$ cat config.mk
export PLATFORM = sky130hd
export DESIGN_NAME = periph_swrst
export DESIGN_NICKNAME = d
export VERILOG_FILES = /design/src/rtl/swrst_pkg.sv /design/src/rtl/swrst_mask_reg.sv /design/src/rtl/swrst_ctrl_reg.sv /design/src/rtl/swrst_out_stage.sv /design/src/rtl/periph_swrst.sv
export SDC_FILE = /design/constraint.sdc
export NUM_CORES = 1
export LEC_CHECK = 0
export ABC_AREA = 1
export BUFFER_PORTS_ARGS = -buffer_cell sky130_fd_sc_hd__clkbuf_2
export CORE_MARGIN = 1
export CORE_UTILIZATION = 46
export CTS_BUF_LIST = sky130_fd_sc_hd__clkbuf_2 sky130_fd_sc_hd__clkbuf_4 sky130_fd_sc_hd__clkbuf_8
export CTS_CLUSTER_SIZE = 12
export DETAILED_ROUTE_END_ITERATION = 7
export GPL_ROUTABILITY_DRIVEN = 0
export GPL_TIMING_DRIVEN = 1
export HOLD_SLACK_MARGIN = 0.06
export MAX_ROUTING_LAYER = met4
export PLACE_DENSITY = 0.85
export SLEW_MARGIN = 20
export SYNTH_ARGS = -nofsm -noshare
export SYNTH_HDL_FRONTEND = slang
export SYNTH_SLANG_ARGS = --single-unit
$ cat constraint.sdc
create_clock -name clk_i -period 1.6 [get_ports clk_i]
set_clock_uncertainty 0.05 [all_clocks]
set_input_delay 0.48 -clock clk_i [delete_from_list [all_inputs] [get_ports clk_i]]
set_output_delay 0.48 -clock clk_i [all_outputs]
set_load 0.03 [all_outputs]
$ cat src/rtl/swrst_pkg.sv
package swrst_pkg;

    // Number of peripheral units under software reset control.
    parameter int unsigned NUM_UNITS = 7;

    // Unit index order (behavioural: neighbours decode by position):
    // 0 SPI device, 1 SPI host 0, 2 SPI host 1, 3 USB, 4..6 I2C 0..2.
    localparam int unsigned UNIT_W = NUM_UNITS;

    typedef logic [UNIT_W-1:0] unit_vec_t;

    // All units released, all bits writable after reset.
    localparam unit_vec_t CTRL_RST_VAL = {UNIT_W{1'b1}};
    localparam unit_vec_t MASK_RST_VAL = {UNIT_W{1'b1}};

    typedef struct packed {
        unit_vec_t bits;
    } reg_state_t;

endpackage

$ cat src/rtl/swrst_mask_reg.sv
module swrst_mask_reg
    import swrst_pkg::*;
(
    input  logic      clk_i,
    input  logic      rst_ni,
    input  logic      wr_i,
    input  unit_vec_t wdata_i,
    output unit_vec_t mask_o
);

    reg_state_t state_d, state_q;

    always_comb begin
        state_d = state_q;
        if (wr_i) begin
            state_d.bits = wdata_i;
        end
    end

    always_ff @(posedge clk_i or negedge rst_ni) begin
        if (!rst_ni) begin
            state_q.bits <= MASK_RST_VAL;
        end else begin
            state_q <= state_d;
        end
    end

    assign mask_o = state_q.bits;

    AST_MASK_LOADS: assert property (@(posedge clk_i) disable iff (!rst_ni)
        wr_i |=> (mask_o == $past(wdata_i)));

    AST_MASK_HOLDS: assert property (@(posedge clk_i) disable iff (!rst_ni)
        !wr_i |=> $stable(mask_o));

endmodule

$ cat src/rtl/swrst_ctrl_reg.sv
module swrst_ctrl_reg
    import swrst_pkg::*;
(
    input  logic      clk_i,
    input  logic      rst_ni,
    input  logic      wr_i,
    input  unit_vec_t wdata_i,
    input  unit_vec_t mask_i,
    output unit_vec_t ctrl_o
);

    reg_state_t state_d, state_q;

    always_comb begin
        state_d = state_q;
        if (wr_i) begin
            for (int b = 0; b < int'(UNIT_W); b++) begin
                if (mask_i[b]) begin
                    state_d.bits[b] = wdata_i[b];
                end
            end
        end
    end

    always_ff @(posedge clk_i or negedge rst_ni) begin
        if (!rst_ni) begin
            state_q.bits <= CTRL_RST_VAL;
        end else begin
            state_q <= state_d;
        end
    end

    assign ctrl_o = state_q.bits;

    AST_LOCKED_BITS_KEEP: assert property (@(posedge clk_i) disable iff (!rst_ni)
        wr_i |=> ((ctrl_o & ~$past(mask_i)) == ($past(ctrl_o) & ~$past(mask_i))));

    AST_OPEN_BITS_TAKE: assert property (@(posedge clk_i) disable iff (!rst_ni)
        wr_i |=> ((ctrl_o & $past(mask_i)) == ($past(wdata_i) & $past(mask_i))));

    AST_CTRL_HOLDS: assert property (@(posedge clk_i) disable iff (!rst_ni)
        !wr_i |=> $stable(ctrl_o));

    AST_NO_MASK_NO_CHANGE: assert property (@(posedge clk_i) disable iff (!rst_ni)
        (mask_i == '0) |=> $stable(ctrl_o));

endmodule

$ cat src/rtl/swrst_out_stage.sv
module swrst_out_stage
    import swrst_pkg::*;
(
    input  unit_vec_t ctrl_i,
    output unit_vec_t unit_rst_no
);

    // One active-low reset line per unit, taken straight from its stored bit.
    for (genvar u = 0; u < int'(UNIT_W); u++) begin : g_unit
        assign unit_rst_no[u] = ctrl_i[u];
    end

endmodule

$ cat src/rtl/periph_swrst.sv
module periph_swrst
    import swrst_pkg::*;
(
    input  logic                 clk_i,
    input  logic                 rst_ni,
    input  logic                 ctrl_wr_i,
    input  logic [NUM_UNITS-1:0] ctrl_wdata_i,
    input  logic                 mask_wr_i,
    input  logic [NUM_UNITS-1:0] mask_wdata_i,
    output logic [NUM_UNITS-1:0] ctrl_rd_o,
    output logic [NUM_UNITS-1:0] mask_rd_o,
    output logic [NUM_UNITS-1:0] unit_rst_no
);

    unit_vec_t mask_q;
    unit_vec_t ctrl_q;

    // The control write sees the enable value held before this cycle.
    swrst_mask_reg u_mask (
        .clk_i   (clk_i),
        .rst_ni  (rst_ni),
        .wr_i    (mask_wr_i),
        .wdata_i (mask_wdata_i),
        .mask_o  (mask_q)
    );

    swrst_ctrl_reg u_ctrl (
        .clk_i   (clk_i),
        .rst_ni  (rst_ni),
        .wr_i    (ctrl_wr_i),
        .wdata_i (ctrl_wdata_i),
        .mask_i  (mask_q),
        .ctrl_o  (ctrl_q)
    );

    swrst_out_stage u_out (
        .ctrl_i      (ctrl_q),
        .unit_rst_no (unit_rst_no)
    );

    assign ctrl_rd_o = ctrl_q;
    assign mask_rd_o = mask_q;

    AST_OUT_MATCHES_CTRL: assert property (@(posedge clk_i) disable iff (!rst_ni)
        unit_rst_no == ctrl_rd_o);

    AST_SAME_CYCLE_OLD_MASK: assert property (@(posedge clk_i) disable iff (!rst_ni)
        (ctrl_wr_i && mask_wr_i) |=>
            ((ctrl_rd_o & ~$past(mask_rd_o)) == ($past(ctrl_rd_o) & ~$past(mask_rd_o))));

    AST_RESET_RELEASES: assert property (@(posedge clk_i)
        $rose(rst_ni) |-> ((ctrl_rd_o == CTRL_RST_VAL) && (mask_rd_o == MASK_RST_VAL)));

endmodule

==> flow_metrics.tcl, run 1 <==
set metrics [dict create \
    period_share_pct 97.8 \
    worst_slack_ns 0.0349 \
    cts_tree "done" \
    synth-simple-area-share_pct 21.7 \
    clk_latency_ns 0.27 \
    min_period_ns 1.57 \
    place_ws_ns 0.316 \
    dieHeight_um 39.4 \
    synth-xor-area-share_pct 0 \
    synth_area_um2 644 \
    min_path_type "in2async" \
    final_common_cell "clkbuf_2" \
    final_nets 124 \
    cpMaxStageDelayCell "dfstp_2" \
    end_kind "output pin" \
    wl_per_cell_um 10.7 \
    yosysSeqAreaShare_pct 57.1 \
    hold_viol_final 0 \
    fin_tns_setup_ns 0 \
    finalSetupViolations 0 \
    synth_fa_ha_area_share_pct 0 \
    dr.pass1.iters 5 \
    critPathMaxFanout 4 \
    path_buf_inv 1 \
    cts-resized-gates 0 \
    maxCapViolations 0 \
    grt_pass1_wl_um 1840 \
    dpl.hpwl_um 1010 \
    cts.sink_count 14 \
    clock-root-buffer "clkbuf_4" \
    startpoint_type "register" \
    rsz0062_at_grt "no" \
    crit_family "flip-flops" \
    required_ns 1.07 \
    routed.top_layer "met4" \
    leakagePower_uw 0.000449 \
    whs_ns 0.303 \
    max_freq_ghz 0.639 \
    power.density_nw_per_um2 1240 \
    cp.arrival_ns 1.04 \
    fp.dieArea_um2 1550 \
    cts_made_buffers 3 \
    maxSlewViolCount 0 \
    drive_gt1_share_pct 52.9 \
    worst_pin_slew_ns 0.320 \
    grt_max_degree 15 \
    synth_top_family_by_area "simple AND/OR/NAND/NOR gates" \
    max_stage_delay_ns 0.57 \
    met2_length_um 693 \
    die_w_um 39.4 \
    htree_num_levels 1 \
    synth_compound_area_share_pct 5.44 \
    row_count 13 \
    drc 0 \
    relSlewSlack_pct 78.7 \
    power.total_uw 996 \
    synth_top_area_share_pct 57.1 \
    synth_mux_area_share_pct 0 \
    status "finished, final reports clean" \
    path_class "reg2out" \
    mostFrequentLayoutCells "clkbuf_2 (30), nand2_1 (28), dfstp_2 (14)" \
    syn_nets 90 \
    ys_warn_count 0 \
    start_util_pct 49.5 \
    synth.largest_area_cell "dfstp_2" \
    grt_pass1_vias 439 \
    postCtsSetupRepairBufs 0 \
    ir_drop_uv 699 \
    clock_path_buffers 2 \
    synth-seq-cells 14 \
    wl_met3_um 75 \
    ys_top_cells_by_area "dfstp_2 (57%), nand2_1 (16%), buf_4 (8.2%)" \
    drtAntennaViolNets 0 \
    wirelength_um 1270 \
    ios 39 \
    syn_inst 72 \
    met1_length_um 482 \
    first_iter_violations 14 \
    syn_avg_cell_area_um2 8.95 \
    clk_transition_reported_paths_ns 0.08 \
    via_per_inst 4.74 \
    diodes 0 \
    cp_cell_sequence "buf_2" \
    coreArea_um2 1300 \
    fillers 126 \
    grt_usage_pct 18.5 \
    via_count 564 \
    hold_buffers 0 \
    gr-total-overflow 0 \
    io_buffers 38 \
    syn_to_final_growth_pct 25.0 \
    antenna_found_initial 0 \
    synth_cell_type_count 7 \
]
per-layer routing:
layer	GRT usage, %	up-vias
met5	-	-
met4	12.1	0
met3	1.70	2
met2	29.5	30
met1	22.3	252
li1	-	280
cells in the mapped netlist:
master,n
nand2_1,28
buf_6,2
dfstp_2,14
o21ai_0,7
buf_4,7
inv_1,7
nand3_1,7
power by group:
| group | leakage [µW] | internal, µW | total (µW) | switching (µW) |
|---|---|---|---|---|
| clock network | 0.0000138 | 87.0 | 187 | 100 |
| logic | 0.000288 | 92.1 | 330 | 238 |
| registers | 0.000147 | 438 | 478 | 40.3 |
| total | 0.000449 | 617 | 996 | 379 |
final timing paths:
kind	depth (start not counted)	from	endpoint	slack [ns]
worst max-delay path	1	u_mask.mask_o[5]$_DFFE_PN1P_	mask_rd_o[5]	0.03
worst min-delay path	1	rst_ni	u_ctrl.ctrl_o[6]$_DFFE_PN1P_	0.30
worst max register to register	2	u_mask.mask_o[1]$_DFFE_PN1P_	u_mask.mask_o[1]$_DFFE_PN1P_	0.71
worst min register to register	2	u_ctrl.ctrl_o[2]$_DFFE_PN1P_	u_ctrl.ctrl_o[2]$_DFFE_PN1P_	0.42
max in group asynchronous	1	rst_ni	u_mask.mask_o[0]$_DFFE_PN1P_	1.17
min in group clk_i	3	ctrl_wdata_i[4]	u_ctrl.ctrl_o[4]$_DFFE_PN1P_	0.35
through the flow:
step / cell area (µm²) / instances / util [%]
floorplan: 644 / 72 / -
finish: 806 / 119 / 61.9
global route: 806 / 119 / 61.9
detailed placement: 778 / 116 / 59.8
CTS: 801 / 119 / 61.5
global placement: 778 / 116 / 59.8
flip-flops by register name, indices dropped and copies added, names as in the netlist:
register       flops
u_ctrl.ctrl_o      7
u_mask.mask_o      7
layout make-up:
cell class / count / area [µm²] / area share (%)
Clock buffer: 3 / 22.5 / 2.80
Inverter: 7 / 26.3 / 3.26
Timing Repair Buffer: 38 / 195 / 24.2
Sequential cell: 14 / 368 / 45.7
Multi-Input combinational cell: 42 / 175 / 21.7
Tap cell: 15 / 18.8 / 2.33
logic make-up after synthesis:
family | after synthesis
flip-flops | 14
buffers and inverters | 16
AO/OA/AOI/OAI | 7
AND/OR/NAND/NOR | 35
Power figures use the tool's default switching activity.
==> run 2, diff against run 1 <==
--- a/config.mk
+++ b/config.mk
@@ -17,6 +17,7 @@
 export HOLD_SLACK_MARGIN = 0.06
 export MAX_ROUTING_LAYER = met4
 export PLACE_DENSITY = 0.85
+export RECOVER_POWER = 100
 export SLEW_MARGIN = 20
 export SYNTH_ARGS = -nofsm -noshare
 export SYNTH_HDL_FRONTEND = slang
==> run 2 against run 1 <==
Sequential power hardly changed. Clock power hardly changed. Non-clock buffer count stayed put. Highest routed layer unchanged. Largest cell class unchanged. Via count is 1.4% lower. Flip-flop and latch count stayed put. Cell count stayed put. Maximum frequency hardly changed. Sequential share of layout area is 0.071 points higher. Cell area is 0.16% lower. Core utilization is 0.096 points lower.
==> flow_metrics.tcl, run 2 (synthesis gave the netlist of run 1 again) <==
set metrics [dict create \
    fillers 127 \
    max_freq_ghz 0.639 \
    crit_start "u_mask.mask_o[5]$_DFFE_PN1P_" \
    grt_pass1_vias 439 \
    critPathMaxFanout 4 \
    clk_transition_reported_paths_ns 0.07 \
    dpl.hpwl_um 1010 \
    ios 39 \
    diodes 0 \
    power.density_nw_per_um2 1240 \
    end_kind "output pin" \
    first_iter_violations 21 \
    crit_family "flip-flops" \
    relSlewSlack_pct 53.9 \
    min_period_ns 1.57 \
    required_ns 1.07 \
    io_buffers 38 \
    ff_latch_area_um2 368 \
    switchingPower_uw 379 \
    wl_per_cell_um 10.6 \
    dr.pass1.iters 4 \
    die_w_um 39.4 \
    leakagePower_uw 0.000446 \
    drc 0 \
    path_buf_inv 1 \
    clk_latency_ns 0.27 \
    mostFrequentLayoutCells "clkbuf_2 (29), nand2_1 (28), dfstp_2 (14)" \
    worstReg2RegEnd "u_mask.mask_o[1]$_DFFE_PN1P_" \
    finalSetupViolations 0 \
    gr-total-overflow 0 \
    hold_buffers 0 \
    via_per_inst 4.67 \
    maxCapViolations 0 \
    fp.dieArea_um2 1550 \
    dpl-instance-area_um2 778 \
    rsz0062_at_grt "no" \
    hold_viol_final 0 \
    endpoint "mask_rd_o[5]" \
    cpMaxStageDelayCell "dfstp_2" \
    final_nets 124 \
    final_cell_area_um2 805 \
    clock-root-buffer "clkbuf_4" \
    final_common_cell "clkbuf_2" \
    min_path_type "in2reg" \
    cp.arrival_ns 1.04 \
    startpoint_type "register" \
    path_class "reg2out" \
    reg2regPathDepth 2 \
    row_count 13 \
    combPwrFrac_pct 33.2 \
    clock_path_buffers 2 \
    cts_made_buffers 3 \
    grt_usage_pct 18.5 \
    status "finished, final reports clean" \
    maxSlewViolCount 0 \
    grt_max_degree 15 \
    start_util_pct 49.5 \
    cts-resized-gates 0 \
    r2r-start "u_mask.mask_o[1]$_DFFE_PN1P_" \
    path_depth 1 \
    whs_ns 0.350 \
    p_seq_share_pct 48.0 \
    coreArea_um2 1300 \
    place_ws_ns 0.316 \
    period_share_pct 97.8 \
    p_clk_share_pct 18.8 \
    fin_tns_setup_ns 0 \
    power.total_uw 995 \
    dieHeight_um 39.4 \
    worst_slack_ns 0.0344 \
    internal_power_uw 616 \
    swShare_pct 38.1 \
    max_stage_delay_ns 0.57 \
    via_count 556 \
    cts.sink_count 14 \
    antenna_found_initial 0 \
    multi_input_area_um2 175 \
    drive_gt1_share_pct 51.9 \
    drtAntennaViolNets 0 \
    syn_to_final_growth_pct 24.9 \
    wirelength_um 1270 \
    worst_pin_slew_ns 0.692 \
    grt_pass1_wl_um 1840 \
    htree_num_levels 1 \
    cp_cell_sequence "buf_2" \
    regToRegSetupSlack_ns 0.70 \
    postCtsSetupRepairBufs 0 \
    cts_tree "done" \
    ir_drop_uv 698 \
]
run 2: final cells by class:
class                   count  area share (%)
clock buffers               3            2.80
inverters                   7            3.27
multi-input cells          42            21.8
flip-flops and latches     14            45.7
well taps                  15            2.33
repair buffers             38            24.1
run 2: through the flow:
step	cells	util, %
floorplan	72	-
global placement	116	59.8
detailed placement	116	59.8
CTS	119	61.5
global route	119	61.8
finish	119	61.8
run 2: worst reg2reg max path, stage by stage, from the launching register on:
cell     delay, ns
dfstp_2       0.56
inv_1         0.04
o21ai_0       0.17
run 2: worst min path at each step:
stage	startpoint	to	slack [ns]	cells after the start
after CTS	rst_ni	u_ctrl.ctrl_o[1]$_DFFE_PN1P_	0.32	1
after floorplan	rst_ni	u_ctrl.ctrl_o[0]$_DFFE_PN1P_	0.28	0
after global placement	u_ctrl.ctrl_o[2]$_DFFE_PN1P_	u_ctrl.ctrl_o[2]$_DFFE_PN1P_	0.40	2
after detailed placement	u_ctrl.ctrl_o[3]$_DFFE_PN1P_	u_ctrl.ctrl_o[3]$_DFFE_PN1P_	0.41	2
after global routing	mask_wdata_i[0]	u_mask.mask_o[0]$_DFFE_PN1P_	0.35	3
final	ctrl_wdata_i[4]	u_ctrl.ctrl_o[4]$_DFFE_PN1P_	0.35	3
run 2: power groups by stage:
| stage | Sequential [µW] | Clock, µW | Combinational (µW) |
|---|---|---|---|
| after CTS | 480 | 199 | 331 |
| after global routing | 487 | 219 | 358 |
| after global placement | 480 | 0 | 324 |
| final | 478 | 187 | 330 |
| after floorplan | 581 | 0 | 166 |
| after detailed placement | 485 | 0 | 331 |
run 2: metal layers:
metal / up-vias / global-route usage (%) / routed length, µm
met1: 253 / 22.3 / 502
met4: 0 / 12.1 / 19
li1: 280 / - / -
met5: - / - / 0
met2: 21 / 29.5 / 685
met3: 2 / 1.70 / 57
